==> config.mk <==
export PLATFORM = sky130hd
export DESIGN_NAME = i2c_fifo_level_unit
export DESIGN_NICKNAME = d
export VERILOG_FILES = /design/src/rtl/i2cq_pkg.sv /design/src/rtl/i2cq_fifo.sv /design/src/rtl/i2cq_level.sv /design/src/rtl/i2c_fifo_level_unit.sv
export SDC_FILE = /design/constraint.sdc
export NUM_CORES = 1
export LEC_CHECK = 0
export BUFFER_PORTS_ARGS = -buffer_cell sky130_fd_sc_hd__clkbuf_2
export CORE_MARGIN = 2
export CORE_UTILIZATION = 30
export CTS_CLUSTER_DIAMETER = 120
export DETAILED_ROUTE_END_ITERATION = 10
export PLACE_DENSITY = 0.45
export SLEW_MARGIN = 20
export SYNTH_ARGS = -nofsm -noshare
export SYNTH_HDL_FRONTEND = slang
export SYNTH_SLANG_ARGS = --single-unit
==> constraint.sdc <==
create_clock -name clk -period 6.25 [get_ports clk]
set_input_delay 1.25 -clock clk [delete_from_list [all_inputs] [get_ports clk]]
set_output_delay 1.25 -clock clk [all_outputs]
set_load 0.005 [all_outputs]
==> src/rtl/i2cq_pkg.sv <==
package i2cq_pkg;
  // status byte bit positions (decoded by the host side)
  localparam int ST_TX_FULL  = 4;
  localparam int ST_RX_FULL  = 5;
  localparam int ST_RX_EMPTY = 6;
  localparam int ST_TX_EMPTY = 7;
  localparam int ST_W        = 8;

  typedef struct packed {
    logic full;
    logic empty;
  } q_flags_t;
endpackage

==> src/rtl/i2cq_fifo.sv <==
module i2cq_fifo #(
  parameter  int WIDTH = 8,
  parameter  int DEPTH = 16,
  localparam int AW    = $clog2(DEPTH),
  localparam int CW    = AW + 1
) (
  input  logic             clk,
  input  logic             rst_n,
  input  logic             flush,
  input  logic             push,
  input  logic [WIDTH-1:0] wdata,
  input  logic             pop,
  output logic [WIDTH-1:0] rdata,
  output logic [CW-1:0]    count
);
  localparam logic [AW-1:0] LAST = AW'(DEPTH - 1);
  localparam logic [CW-1:0] FULLC = CW'(DEPTH);

  logic [WIDTH-1:0] mem [DEPTH];
  logic [AW-1:0]    wr_ptr, wr_ptr_nx, rd_ptr, rd_ptr_nx;
  logic [CW-1:0]    cnt_nx;
  logic             push_ok, pop_ok;

  // accept decisions use the count held before this edge
  assign push_ok = push & ~flush & (count != FULLC);
  assign pop_ok  = pop  & ~flush & (count != '0);

  always_comb begin
    wr_ptr_nx = wr_ptr;
    rd_ptr_nx = rd_ptr;
    cnt_nx    = count;
    if (flush) begin
      wr_ptr_nx = '0;
      rd_ptr_nx = '0;
      cnt_nx    = '0;
    end else begin
      if (push_ok) wr_ptr_nx = (wr_ptr == LAST) ? '0 : wr_ptr + AW'(1);
      if (pop_ok)  rd_ptr_nx = (rd_ptr == LAST) ? '0 : rd_ptr + AW'(1);
      case ({push_ok, pop_ok})
        2'b10:   cnt_nx = count + CW'(1);
        2'b01:   cnt_nx = count - CW'(1);
        default: cnt_nx = count;
      endcase
    end
  end

  always_ff @(posedge clk or negedge rst_n) begin
    if (!rst_n) begin
      wr_ptr <= '0;
      rd_ptr <= '0;
      count  <= '0;
    end else begin
      wr_ptr <= wr_ptr_nx;
      rd_ptr <= rd_ptr_nx;
      count  <= cnt_nx;
    end
  end

  // storage: written only on an accepted push, no reset
  always_ff @(posedge clk) begin
    if (push_ok) mem[wr_ptr] <= wdata;
  end

  assign rdata = mem[rd_ptr];
endmodule

==> src/rtl/i2cq_level.sv <==
module i2cq_level
  import i2cq_pkg::*;
#(
  parameter  int DEPTH = 16,
  localparam int AW    = $clog2(DEPTH),
  localparam int CW    = AW + 1
) (
  input  logic [CW-1:0]   tx_count,
  input  logic [CW-1:0]   rx_count,
  input  logic [AW-1:0]   rx_depth,
  output logic [AW-1:0]   tx_occ,
  output logic [AW-1:0]   rx_occ,
  output logic [ST_W-1:0] status,
  output logic            wm_hit,
  output logic            tx_empty_lvl,
  output logic            tx_half_lvl
);
  localparam logic [CW-1:0] FULLC = CW'(DEPTH);
  localparam logic [CW-1:0] HALFC = CW'(DEPTH / 2);

  logic [CW-1:0] cnts [2];
  logic [AW-1:0] occs [2];
  q_flags_t      flg  [2];

  assign cnts[0] = tx_count;
  assign cnts[1] = rx_count;

  // count-minus-one readback, clamped at zero for an empty queue
  for (genvar g = 0; g < 2; g++) begin : g_occ
    logic [CW-1:0] dec;
    assign dec         = cnts[g] - CW'(1);
    assign flg[g].empty = (cnts[g] == '0);
    assign flg[g].full  = (cnts[g] == FULLC);
    assign occs[g]      = flg[g].empty ? '0 : dec[AW-1:0];
  end

  assign tx_occ = occs[0];
  assign rx_occ = occs[1];

  always_comb begin
    status              = '0;
    status[ST_TX_FULL]  = flg[0].full;
    status[ST_RX_FULL]  = flg[1].full;
    status[ST_RX_EMPTY] = flg[1].empty;
    status[ST_TX_EMPTY] = flg[0].empty;
  end

  assign wm_hit       = (rx_count >= ({1'b0, rx_depth} + CW'(1)));
  assign tx_empty_lvl = flg[0].empty;
  assign tx_half_lvl  = (tx_count <= HALFC);
endmodule

==> src/rtl/i2c_fifo_level_unit.sv <==
module i2c_fifo_level_unit
  import i2cq_pkg::*;
#(
  parameter  int DEPTH = 16,
  parameter  int TXW   = 10,
  parameter  int RXW   = 8,
  localparam int AW    = $clog2(DEPTH),
  localparam int CW    = AW + 1
) (
  input  logic            clk,
  input  logic            rst_n,
  input  logic            tx_push,
  input  logic [TXW-1:0]  tx_wdata,
  input  logic            tx_pop,
  output logic [TXW-1:0]  tx_rdata,
  input  logic            rx_push,
  input  logic [RXW-1:0]  rx_wdata,
  input  logic            rx_pop,
  output logic [RXW-1:0]  rx_rdata,
  input  logic            tx_fifo_rst,
  input  logic            rx_depth_wr,
  input  logic [AW-1:0]   rx_depth_wdata,
  output logic [AW-1:0]   rx_depth_q,
  output logic [AW-1:0]   tx_occ,
  output logic [AW-1:0]   rx_occ,
  output logic [ST_W-1:0] status,
  output logic            rx_wm_irq,
  output logic            tx_empty_irq,
  output logic            tx_half_irq
);
  logic [1:0]    rst_sync;
  logic          rst_core_n;
  logic [CW-1:0] tx_count, rx_count;
  logic [AW-1:0] depth_nx;

  // assert asynchronously, release after two clean edges
  always_ff @(posedge clk or negedge rst_n) begin
    if (!rst_n) rst_sync <= '0;
    else        rst_sync <= {rst_sync[0], 1'b1};
  end
  assign rst_core_n = rst_sync[1];

  // receive watermark register
  always_comb begin
    depth_nx = rx_depth_q;
    if (rx_depth_wr) depth_nx = rx_depth_wdata;
  end

  always_ff @(posedge clk or negedge rst_core_n) begin
    if (!rst_core_n) rx_depth_q <= '0;
    else             rx_depth_q <= depth_nx;
  end

  i2cq_fifo #(.WIDTH(TXW), .DEPTH(DEPTH)) u_txq (
    .clk   (clk),
    .rst_n (rst_core_n),
    .flush (tx_fifo_rst),
    .push  (tx_push),
    .wdata (tx_wdata),
    .pop   (tx_pop),
    .rdata (tx_rdata),
    .count (tx_count)
  );

  i2cq_fifo #(.WIDTH(RXW), .DEPTH(DEPTH)) u_rxq (
    .clk   (clk),
    .rst_n (rst_core_n),
    .flush (1'b0),
    .push  (rx_push),
    .wdata (rx_wdata),
    .pop   (rx_pop),
    .rdata (rx_rdata),
    .count (rx_count)
  );

  i2cq_level #(.DEPTH(DEPTH)) u_level (
    .tx_count     (tx_count),
    .rx_count     (rx_count),
    .rx_depth     (rx_depth_q),
    .tx_occ       (tx_occ),
    .rx_occ       (rx_occ),
    .status       (status),
    .wm_hit       (rx_wm_irq),
    .tx_empty_lvl (tx_empty_irq),
    .tx_half_lvl  (tx_half_irq)
  );
endmodule

==> results.md, run 1 <==
- The number of diodes added for antenna fixing is 0.
- Counting the fill cells in the layout gives 4244.
- The worst-skew pair later-pin latency is 550 ps.
- The number of global-route vias before repair was 6764.
- The smallest clock period supported by the final layout is computed as 4390 ps.
- Clock-pin slew was measured on the worst setup and hold paths at 60 ps.
- CTS saw 320 sinks.
- Among all flip-flop cells after synthesis, the most frequent one is sky130_fd_sc_hd__edfxtp_1.
- STA classifies the critical path endpoint as an output pin.
- At the end of routability-driven placement, the weighted congestion stood at 0.677.
- In this run the post-CTS setup repair buffer count came out at 0.
- The share of async-settable or async-resettable flops after synthesis is 0.100.
- For this run, design rule violations remaining after detail routing come to 0.
- The final setup skew is 21.2 ps.
- The power share of the clock group is 0.339.
- For the worst setup path, the data arrival time is 3140 ps.
- The portion of the post-synthesis area used by sequential elements is 0.713.
- The number of nets in the layout is 844.
- For this block, the via count after detailed routing is 6484.
- During placement, the flow inserted port buffers numbering 66.
- Timing would allow up to 228 MHz.
- The power per cell area is 396 nW/µm².
- The leftover overflow at the end of global routing is 0.
- Of the cells placed in the final design, the portion with a size suffix greater than 1 is 0.261.
- Of the available clock period, the critical path in the final layout requires 0.702.
- The leakage component of the power is 5.12 nW.
- The H-tree depth is 2.
- At the pin with the least slew margin, the transition time is 1010 ps.
- The worst path required time is 5000 ps.
- Yosys mapped a number of flops with a built-in enable equal to 288.
- For this design, the CTS-stage hold fixing added 0 buffers.
- The mean routed wirelength per cell is 19.6 µm.
- The buffer type at the clock tree root is sky130_fd_sc_hd__clkbuf_16.
- The footprint of the flip-flops and latches is 9450 µm².
- Along the worst path, the maximum fanout reaches 29.
- The count of standard-cell rows is 77.
- The maximum VDD drop is 201 µV.
- The final-report max-slew violation count came to 0.
- In this run the cell area measured after placement is 14200 µm².
- The die outline height is 214 µm.
- The post-detailed-route count of antenna-violating nets is 0.
- The post-cts sizing count is 0.
- The flow ran to the end, and the final reports show no timing, DRC or antenna violations.
- The first global-routing pass estimated 42.3 mm of wire.
- The part of the total power dissipated in sequential elements is 0.438.
- Entering global routing, the biggest net connects 44 pins.
- Before antenna repair, the detailed router went through 6 iterations.
- The worst hold slack is 274 ps.
- The class of the tightest hold or removal check is reg -> async.
- Headroom to the max-slew limit came out at 0.329.
- The longest clock path from root to sink contains 3 buffers.
- The die is 214 µm wide.
- The number of hold violations in the final report is 0.
- Summed over all layers, the routed wires come to 27.6 mm.
- The placeable core area is 43900 µm².
- The die covers 45900 µm².
- The internal portion of the total power is 4.37 mW.
- By startpoint and endpoint, the worst setup path is classified as reg -> out.
- Detailed placement ended at an HPWL of 17.3 mm.
- The TritonCTS buffer count is 37.
- The synthesis-to-layout area growth is 15.8%.
- The relative contribution of combinational cells to total power is 0.224.
- The post-detailed-route via-to-cell ratio is 4.60.
- In this run the count of I/O pins placed on the die edge is 71.
- The synthesized design contains 320 register bits.
- The netlist uses 52 different library cells.
- Setup repair after global routing left no endpoint under its margin.
- The number of warnings issued by yosys is 0.
- The overall track demand over capacity in global routing is 0.122.
- The finished layout cell area is 15300 µm².
- Setup total negative slack on the finished layout was measured at 0 ps.
- The mapped netlist covers 13300 µm².
- The violation count after the first detailed-routing iteration is 314.
- TritonCTS built the clock tree.
- Across the run, the number of max-cap violations was 0.
- The multi-input combinational cells in the finished layout cover a total of 3540 µm².
- The initial core utilization is 0.302.
- Setup violations remaining at the end of the flow were counted as 0.
- A synthesized cell averages 18.5 µm².
- The synthesized netlist cell count is 718.
- Of the total power, the share spent switching nets is 0.281.
- The number of antenna violations at the first check in global routing is 0.
- The worst setup path is launched from a flop.
- Summed over all nets, the switching power comes to 1.71 mW.
[kinds of logic after synthesis]
logic type | synth area share
other | 0.000567
flip-flops | 0.713
XOR/XNOR | 0.00991
AND/OR/NAND/NOR | 0.0560
AO/OA/AOI/OAI | 0.0346
adder cells (fa/ha/maj) | 0.0207
buffers and inverters | 0.0211
multiplexers | 0.144
[power groups by stage]
| stage | registers, mW | clock network (mW) | logic (mW) |
|---|---|---|---|
| 2_1_floorplan | 2.58 | 0 | 1.09 |
| 3_3_place_gp | 2.71 | 0 | 1.40 |
| 3_5_place_dp | 2.71 | 0 | 1.40 |
| 4_1_cts | 2.67 | 2.14 | 1.41 |
| 5_1_grt | 2.69 | 2.22 | 1.52 |
| 6_report | 2.66 | 2.06 | 1.36 |
[critical path: stages (launching register included)]
cell	delay (ps)
sky130_fd_sc_hd__dfrtp_2	720
sky130_fd_sc_hd__buf_4	590
sky130_fd_sc_hd__mux4_2	580
sky130_fd_sc_hd__nor2b_1	140
sky130_fd_sc_hd__a211oi_1	240
sky130_fd_sc_hd__a21oi_1	120
sky130_fd_sc_hd__clkbuf_2	190
[per-stage QoR]
stage	std cells	setup slack, ps	power, mW	util
finish	1411	1860	6.08	0.349
global route	1411	1570	6.43	0.349
CTS	1411	1720	6.21	0.349
detailed placement	1346	2300	4.11	0.323
global placement	1346	2280	4.11	0.323
floorplan	721	3260	3.67	-
[cell usage in the layout, fill, tap and decap left out, drive strengths merged, types with 3 or more instances in the layout]
cell and count:
nor3 7, and2 17, xor2 6, a211oi 19, a21oi 29, mux2i 21, nand2 19, edfxtp 288
nand2b 3, a31oi 3, xnor2 9, nand3 12, and3 12, and4 3, buf 10, nor3b 3
mux4 72, nor2 20, o21ai 7, conb 5, nor2b 24, ha 21, dfrtp 32, inv 15
clkbuf 113, clkinv 14, mux2 7
[sequential cells by signal, summed over array words and instances, names as in the netlist]
register / count
u_txq.rd_ptr: 4
u_rxq.count: 5
rst_sync: 2
u_txq.wr_ptr: 4
u_rxq.wr_ptr: 4
u_rxq.rd_ptr: 4
rx_depth_q: 4
u_txq.mem: 160
u_rxq.mem: 128
u_txq.count: 5
[worst paths after layout]
| check | from | endpoint | slack (ps) | cells past startpoint |
|---|---|---|---|---|
| setup / recovery | u_txq.rd_ptr[0] | tx_rdata[1] | 1860 | 6 |
| hold / removal | rst_sync[1] | rx_depth_q[0] | 270 | 1 |
| setup reg to reg | u_rxq.count[0] | u_rxq.mem[6][6] | 3100 | 7 |
| hold reg to reg | rst_sync[1] | rx_depth_q[0] | 270 | 1 |
| max in group asynchronous | rst_sync[1] | u_txq.rd_ptr[0] | 5620 | 1 |
| min in group clk | rst_sync[0] | rst_sync[1] | 350 | 0 |
[layer usage]
metal	wire (µm)	share of wire	up-vias	global-route usage
li1	-	-	3010	-
met3	1070	0.039	36	0.0250
met2	13600	0.49	102	0.204
met1	12300	0.45	3336	0.159
met4	596	0.022	0	0.0417
met5	0	0	-	0
[cells in the mapped netlist, drive strengths merged (9+ instances only)]
cell | number | area, µm²
xnor2 | 9 | 78.8
ha | 21 | 263
and3 | 12 | 75.1
a211oi | 19 | 143
and2 | 17 | 106
nor2 | 20 | 82.6
nand2 | 19 | 71.3
nand3 | 12 | 60.1
inv | 14 | 52.6
nor2b | 24 | 150
dfrtp | 32 | 801
buf | 23 | 143
edfxtp | 288 | 8650
mux4 | 72 | 1620
mux2i | 21 | 210
a21oi | 29 | 145
clkbuf | 20 | 75.1
[cell type report]
| cell class | instances | area share |
|---|---|---|
| sequential | 320 | 0.616 |
| inverter | 15 | 0.00399 |
| tap | 592 | 0.0483 |
| multi-input combinational | 343 | 0.230 |
| clock inverter | 18 | 0.0108 |
| clock buffer | 47 | 0.0642 |
| timing repair buffer | 76 | 0.0264 |
No activity file was read; power rests on OpenSTA's default activity.
==> run 2: changes to the inputs <==
Clock period 6.25 ns to 4.1 ns, I/O delays scaled along.
==> results.md, run 2 (synthesized netlist as in run 1, its figures left out) <==
- The final-report max-slew violation count came to 0 (unchanged).
- The mean routed wirelength per cell was 19.6 µm (+0.24%).
- The register with the highest flop count is u_txq.mem.
- The die span in x was 214 µm (unchanged).
- The final critical-path required period is 3550 ps.
- The power per cell area is 608 nW/µm² (+53%).
- The detailed-placement wirelength estimate is 17.9 mm (+3.1%).
- The post-detailed-placement cell area is 14300 µm² (+0.62%).
- The beginning of the critical path is u_rxq.rd_ptr[0].
- The post-cts sizing count came to 0 (unchanged).
- The H-tree depth is 2 (unchanged).
- From synthesis to final layout, the design area changed by 16.8%.
- The maximum VDD drop is 324 µV (+61%).
- The number of DRC violations after detailed routing came to 0 (unchanged).
- The maximum number of pins on one net before global-route repair was 36 (-18%).
- TritonCTS built the clock tree.
- The library cell used most frequently in the layout, excluding fill and tap cells, is sky130_fd_sc_hd__edfxtp_1.
- The number of nets in the layout is 855 (+1.3%).
- The final estimated routing congestion in global placement is 0.683 (+0.84%).
- The first-pass GRT wire length is 43.5 mm (+2.8%).
- The violation count after the first detailed-routing iteration is 441 (+40%).
- The number of diodes added for antenna fixing is 0 (unchanged).
- The number of global-route vias before repair is 6976 (+3.1%).
- The overall track demand over capacity in global routing was 0.125 (+0.00248).
- The number of max-capacitance violations reported came to 0 (unchanged).
- The number of cells on the worst reg-to-reg path is 8 (+1).
- The top fanout value on the critical path is 19 (-34%).
- The TritonCTS buffer count is 38 (+2.7%).
- The footprint of the flip-flops and latches is 9450 µm² (unchanged).
- The post-detailed-route count of antenna-violating nets is 0 (unchanged).
- The setup-violating endpoint count in the final report is 0 (unchanged).
- The initial core utilization is 0.302 (unchanged).
- The relative slew slack came to 0.312 (-0.0172).
- By startpoint and endpoint, the worst setup path is classified as reg -> out.
- The arrival time at the worst endpoint is 2730 ps (-410 ps).
- The leakage component of the power came to 5.20 nW (+1.7%).
- The transition time at the pin with the least slew margin is 1030 ps (+25.9 ps).
- The beginning of the worst register-to-register path is u_rxq.count[0].
- The buffer type at the clock tree root is sky130_fd_sc_hd__clkbuf_16.
- The period utilization is 0.866.
- The die outline area is 45900 µm² (unchanged).
- The die outline height came to 214 µm (unchanged).
- STA classifies the critical path startpoint as a flop.
- The leftover overflow at the end of global routing is 0 (unchanged).
- Setup repair after global routing left no endpoint under its margin.
- The total vias in the final route came to 6514 (+0.46%).
- The number of sinks on the clock net was 320 (unchanged).
- The finished layout cell area is 15500 µm² (+0.83%).
- The slack of the critical path is 549 ps (-1310 ps).
- The fraction of layout instances using a drive strength above 1 is 0.273 (+0.0115).
- The endpoint class of the critical path is an output pin.
- The number of fillers in the final layout was 4199 (-1.1%).
- The final wirelength is 28.0 mm (+1.2%).
- The number of hold violations in the final report is 0 (unchanged).
- In the final layout, the registers with the most flip-flops are u_txq.mem (160), u_rxq.mem (128).
- The number of detailed-route iterations in the first pass came to 5 (-1).
- The setup slack of the worst register-to-register path is 1360 ps (-1740 ps).
- Static timing analysis puts the maximum clock frequency at 282 MHz.
- The post-CTS clock slew at the launch and capture registers of the worst setup and hold paths is 60 ps (about the same).
- The post-CTS setup buffer count is 0 (unchanged).
- The number of I/O port buffers is 66 (unchanged).
- The setup TNS was 0 ps (unchanged).
- The count of standard-cell rows is 77 (unchanged).
- The worst hold path belongs to the class in -> async.
- The number of primary I/O pins is 71 (unchanged).
- The count of hold buffers inserted by post-cts repair is 0 (unchanged).
- The flow ran to the end, and the final reports show no timing, DRC or antenna violations.
- The number of antenna violations at the first check in global routing is 0 (unchanged).
- Leaving out fill and tap cells, the most frequent cells in the layout are sky130_fd_sc_hd__edfxtp_1 (288), sky130_fd_sc_hd__mux4_2 (72), sky130_fd_sc_hd__clkbuf_2 (66).
- The worst path required time is 3280 ps (-1720 ps).
- The minimum setup slack after placement is 1030 ps (-1270 ps).
- The area of combinational cells with multiple inputs is 3540 µm² (unchanged).
- The final setup skew is 11.1 ps (-10.1 ps).
- The post-detailed-route via-to-cell ratio is 4.57 (-0.45%).
- The placeable core area is 43900 µm² (unchanged).
- The flip-flop count of the largest register after layout is 160 (unchanged).
- The number of buffers on the longest clock path was 3 (unchanged).
- The worst-skew pair later-pin latency is 530 ps (-20 ps).
## run 2: changes by cell type in the layout (fill, tap and decap cells not counted), sizes merged
cell / change
buf: +10
clkbuf: +2
bufinv: +1
clkinv: +1
clkinvlp: -1
## run 2: report_power, final
group,switching [mW],leakage [nW],internal [mW],total [mW]
Sequential,0.279,3.00,3.78,4.05
Clock,1.28,0.581,1.95,3.22
Combinational,1.04,1.63,1.08,2.12
## run 2: cell type report
cell class | instances | share of cell area
clock buffer | 49 | 0.0661
multi-input combinational | 343 | 0.228
sequential | 320 | 0.611
timing repair buffer | 86 | 0.0319
clock inverter | 19 | 0.0108
tap | 592 | 0.0479
inverter | 15 | 0.00396
## run 2: per-layer routing
metal  up-vias  GRT usage  part of all wire
li1       3025          -                 -
met1      3334      0.165              0.45
met2       107      0.206              0.49
met3        48     0.0245             0.037
met4         0     0.0419             0.023
met5         -          0                 0
## run 2: worst max-delay path, stage by stage (launching register included)
cell	delay, ps
sky130_fd_sc_hd__dfrtp_2	770
sky130_fd_sc_hd__mux4_2	580
sky130_fd_sc_hd__nor2b_1	140
sky130_fd_sc_hd__a211oi_1	420
sky130_fd_sc_hd__a21oi_1	120
sky130_fd_sc_hd__clkbuf_2	160
## run 2: per-stage QoR
step / std cells / hold slack, ps / utilization / power (mW)
2_1_floorplan: 721 / 331 / - / 5.59
3_3_place_gp: 1356 / 113 / 0.325 / 6.31
3_5_place_dp: 1356 / 116 / 0.325 / 6.31
4_1_cts: 1424 / 30.9 / 0.352 / 9.58
5_1_grt: 1424 / 38.9 / 0.352 / 9.94
6_report: 1424 / 62.5 / 0.352 / 9.40
## run 2: worst paths after layout
check	end
worst max register to register	u_rxq.mem[7][2]
min in group clk	rst_sync[1]
worst min register to register	u_txq.count[1]
worst min-delay path	rst_sync[1]
max in group asynchronous	u_rxq.rd_ptr[0]
worst max-delay path	rx_rdata[6]
